--- src/rtl/rd_cmd_pkg.sv ---
package rd_cmd_pkg;
  typedef enum logic [3:0] {
    CMD_NONE = 4'b0000,
    CMD_MRM  = 4'b1100,
    CMD_MRL  = 4'b1110
  } rd_cmd_e;

  localparam int unsigned LINES_THRESH_LOG2 = 2;  // four lines
endpackage

--- src/rtl/cls_norm.sv ---
module cls_norm #(
  parameter int unsigned CLS_W     = 8,
  parameter int unsigned DEF_WORDS = 4
) (
  input  logic [CLS_W-1:0] cls_i,
  output logic [CLS_W-1:0] words_o
);
  logic [CLS_W:0]   seen;
  logic [CLS_W-1:0] msb;

  assign seen[CLS_W] = 1'b0;

  // seen[i]: any bit at or above i is set; keep only the topmost one
  for (genvar i = 0; i < CLS_W; i++) begin : g_msb
    assign seen[i] = seen[i+1] | cls_i[i];
    assign msb[i]  = cls_i[i] & ~seen[i+1];
  end

  assign words_o = seen[0] ? msb : CLS_W'(DEF_WORDS);
endmodule

--- src/rtl/cmd_decide.sv ---
module cmd_decide
  import rd_cmd_pkg::*;
#(
  parameter int unsigned LEN_W = 16,
  parameter int unsigned LB_W  = 10
) (
  input  logic [LEN_W-1:0] len_i,
  input  logic [LB_W-1:0]  line_bytes_i,
  output rd_cmd_e          cmd_o
);
  localparam int unsigned TH_W  = LB_W + LINES_THRESH_LOG2;
  localparam int unsigned CMP_W = (LEN_W > TH_W) ? LEN_W : TH_W;

  logic [CMP_W-1:0] thresh;
  logic [CMP_W-1:0] len_ext;

  assign thresh  = CMP_W'({line_bytes_i, {LINES_THRESH_LOG2{1'b0}}});
  assign len_ext = CMP_W'(len_i);
  assign cmd_o   = (len_ext >= thresh) ? CMD_MRM : CMD_MRL;
endmodule

--- src/rtl/rd_cmd_sel.sv ---
module rd_cmd_sel
  import rd_cmd_pkg::*;
#(
  parameter int unsigned CLS_W     = 8,
  parameter int unsigned LEN_W     = 16,
  parameter int unsigned DEF_WORDS = 4,
  localparam int unsigned LB_W     = CLS_W + 2
) (
  input  logic             clk_i,
  input  logic             rst_ni,
  input  logic [CLS_W-1:0] cls_i,
  input  logic [LEN_W-1:0] len_i,
  input  logic             req_i,
  input  logic             ack_i,
  output logic [3:0]       cmd_o,
  output logic [LB_W-1:0]  line_bytes_o,
  output logic             valid_o
);
  logic [CLS_W-1:0] words;
  logic [LB_W-1:0]  line_d;
  rd_cmd_e          cmd_d;

  cls_norm #(.CLS_W(CLS_W), .DEF_WORDS(DEF_WORDS)) u_norm (
    .cls_i   (cls_i),
    .words_o (words)
  );

  assign line_d = {words, 2'b00};

  cmd_decide #(.LEN_W(LEN_W), .LB_W(LB_W)) u_decide (
    .len_i        (len_i),
    .line_bytes_i (line_d),
    .cmd_o        (cmd_d)
  );

  always_ff @(posedge clk_i or negedge rst_ni) begin
    if (!rst_ni) begin
      valid_o      <= 1'b0;
      cmd_o        <= CMD_NONE;
      line_bytes_o <= '0;
    end else if (!valid_o && req_i) begin
      valid_o      <= 1'b1;
      cmd_o        <= cmd_d;
      line_bytes_o <= line_d;
    end else if (valid_o && ack_i) begin
      valid_o      <= 1'b0;
    end
  end
endmodule

--- config.mk ---
export PLATFORM = sky130hd
export DESIGN_NAME = rd_cmd_sel
export DESIGN_NICKNAME = d
export VERILOG_FILES = /design/src/rtl/rd_cmd_pkg.sv /design/src/rtl/cls_norm.sv /design/src/rtl/cmd_decide.sv /design/src/rtl/rd_cmd_sel.sv
export SDC_FILE = /design/constraint.sdc
export NUM_CORES = 1
export LEC_CHECK = 0
export ABC_AREA = 1
export BUFFER_PORTS_ARGS = -buffer_cell sky130_fd_sc_hd__buf_2
export CORE_ASPECT_RATIO = 1.25
export CORE_MARGIN = 2
export CORE_UTILIZATION = 46
export CTS_CLUSTER_SIZE = 14
export DETAILED_ROUTE_END_ITERATION = 6
export GPL_ROUTABILITY_DRIVEN = 0
export PLACE_DENSITY = 0.81
export SLEW_MARGIN = 20
export SYNTH_ARGS = -nofsm -noshare
export SYNTH_HDL_FRONTEND = slang
export SYNTH_HIERARCHICAL = 1
export SYNTH_SLANG_ARGS = --single-unit
--- constraint.sdc ---
create_clock -name clk_i -period 1.1 [get_ports clk_i]
set_input_delay 0.11 -clock clk_i [delete_from_list [all_inputs] [get_ports clk_i]]
set_output_delay 0.11 -clock clk_i [all_outputs]
set_load 0.01 [all_outputs]
==> qor.txt <==
Failing checks = setup timing
Distinct cells, synth = 22
Commonest non-fill, non-tap cells in the layout = 38 x nand2_1, 38 x buf_2, 17 x buf_4, 17 x inv_1, 14 x nand3_1
Area grow syn2layout = 47.8%
Drt total wl = 2210 um
Multi-input gate area = 607 sq um
Crit. End Element = register
R2R Setup Slk = 180 ps
Clk_skew = 0.382 ps
Final Hold Fails = 0
Critical path's largest stage delay = 270 ps
Top-level port count = 43
Row Count = 18
Maximum fanout along the worst path = 4
Pwr dens = 863 mW/mm^2
Largest area contributor in the netlist = dfrtp_1
Via count = 1027
Largest family of logic cells by synthesized area = simple AND/OR/NAND/NOR gates
R2r endpoint = line_bytes_o[6]
CTS tree = yes
CTS clock-pin slew for the worst setup and hold paths = 70 ps
Setup CP Type = in -> reg
Worst path depth = 15
Maximum number of pins on one net before global-route repair = 14
Htree depth = 1
CORE AREA = 0.00198 sq mm
Post-route insts no fill = 216
Crit path buffers/inverters = 2
Final Hold Slack = 22.6 ps
Data required, critical path = 1260 ps
Reg area = 325 sq um
XOR/XNOR share of the synthesized area = 0%
Final Util = 72.6%
LEAKAGE = 0.827 nW
Crit path from = cls_i[6]
Number of global-route vias before repair = 1035
Top-area cell type share of the netlist area = 33.4%
Worst path top cell family by delay = simple AND/OR/NAND/NOR gates
Mean Syn Cell Area = 7.05 sq um
First-pass GRT wire length = 4020 um
Layout cells sized above 1 = 43.9%
Mapped cell area = 973 sq um
Worst skew pair latency = 270 ps
Critical path's slowest cell = ha_4
Reg-to-Reg Start = valid_o
Tot Pwr = 1.24 mW
Outcome = finished, violations left
RSZ-0062 raised after global routing = yes
IO Port Bufs = 40
Post-synthesis mux area share = 0%
Initial DRC count = 18
Register bit total from synthesis = 13
CTS Buf Count = 3
Final setup viols = 1
Final Net Count = 235
CTS root buf = clkbuf_4
Die width = 45.1 um
Post-Synth Adder-Cell Area = 12.9%
Crit-path cells = buf_8, nor2_4, nand4_4, nor2_4, nand2_1, nor2_2, inv_2, ha_4, nand2_4, nor2_4, nand4_1, nor2b_2, nor2_1, nand3_1, nand2_1
Fmax = 682 MHz
Detailed Place HPWL = 1690 um
Fill cells = 169
Final ANT Viol Nets = 0
Initial DRT Pass Iterations = 4
Total grt overflow = 0
Cell count after synthesis = 138
Top cells by area, synth = dfrtp_1 33%, nand2_1 16%, ha_1 13%
Slew Limit Fails = 0
Routed WL per cell = 10.3 um
Placed Cells = 206
Die height = 55.4 um
YS warnings = 6
CTS Buffer Depth = 2
Post-layout minimum cycle time = 1470 ps
Initial antenna violation count = 0
Reg2Reg Depth = 4
Initial Utilization = 49.1%
CP arrival = 1630 ps
Gr usage total = 20.3%
Seq/Total Area, Yosys = 33.4%
Worst Setup Start Kind = input pin
Complex-gate fraction of the synthesized area = 2.06%
Synth Area in Simple Gates = 35.0%
N_diodes = 0
Hold Path Class = in -> reg
DRC = 0
Max VDD drop = 512 uV
Crit path top cell by count = nor2_4
Setup ws final = -367 ps
CP Capture Point = cmd_o[1]
Via-to-Cell Ratio = 4.75
Fin crit share = 133%
Max_cap viols = 0
Die ar. = 0.00250 sq mm
Clock sinks = 13
-- worst min-delay path by stage --
stage	slack, ps	cells after the start	end	startpoint
6_report	20	2	valid_o	ack_i
5_1_grt	30	2	valid_o	ack_i
4_1_cts	10	2	valid_o	ack_i
3_5_place_dp	5	1	valid_o	rst_ni
3_3_place_gp	0.7	1	cmd_o[0]	rst_ni
2_1_floorplan	-190	0	cmd_o[0]	rst_ni
-- state kept, by name, indices dropped and copies added (netlist names) --
register and count:
valid_o 1, line_bytes_o 8, cmd_o 4
-- area by class of cell --
| class | instances | share of cell area (%) |
|---|---|---|
| inverters | 23 | 6.00 |
| multi-input cells | 97 | 42.2 |
| clock buffers | 4 | 1.83 |
| repair buffers | 59 | 25.7 |
| well taps | 20 | 1.74 |
| flip-flops and latches | 13 | 22.6 |
-- worst reg2reg max path: cells and delay by family (launching register included) --
kind          cells  cell delay, ps
buf+inv           1             100
flops             1             390
simple gates      3             330
-- power breakdown --
| group | total (mW) | leakage, nW | switching (mW) | internal [mW] |
|---|---|---|---|---|
| combinational | 0.408 | 0.641 | 0.225 | 0.183 |
| sequential | 0.553 | 0.171 | 0.0238 | 0.529 |
| clock | 0.282 | 0.0150 | 0.141 | 0.140 |
| total | 1.24 | 0.827 | 0.390 | 0.852 |
-- per-stage QoR --
stage	instance area, sq um	TNS [ps]	worst slack (ps)
after detailed placement	1250	-782	-782
after CTS	1380	-796	-416
final	1440	-367	-367
after global placement	1250	-662	-662
after global routing	1440	-442	-442
after floorplan	988	-407	-407
-- cells by family (layout without fill, tap and decap cells) --
logic type                 Yosys count  count (layout)
AOI/OAI and AO/OA                    4               4
adders and majority gates           10              10
buffers and inverters               32              86
DFF                                 13              13
other                                3               7
and+or+nand+nor                     76              76
-- cells in the mapped netlist, drive strengths merged --
cell and count:
a21oi 3, buf 8, clkbuf 1, conb 3, dfrtp 13, ha 10
inv 23, nand2 42, nand3 16, nand4 2, nor2 11, nor2b 1
nor3 3, nor4 1, o21ai 1
-- repair_timing --
action / CTS / global route
hold buffers: 1 / 0
endpoints found under the setup margin: 1 / 2
pin swaps: 10 / 14
buffers inserted: 9 / 3
hold endpoints to repair: 13 / 0
gates resized for setup: 10 / 20
-- per-layer routing --
layer	GRT usage, %	vias to the layer above	share of wire, %
met3	1.96	2	5.4
met2	35.7	35	53
met5	0	-	0
met1	24.3	456	40
met4	7.56	0	1.1
li1	-	534	-
No activity file was read; power rests on OpenSTA's default activity.
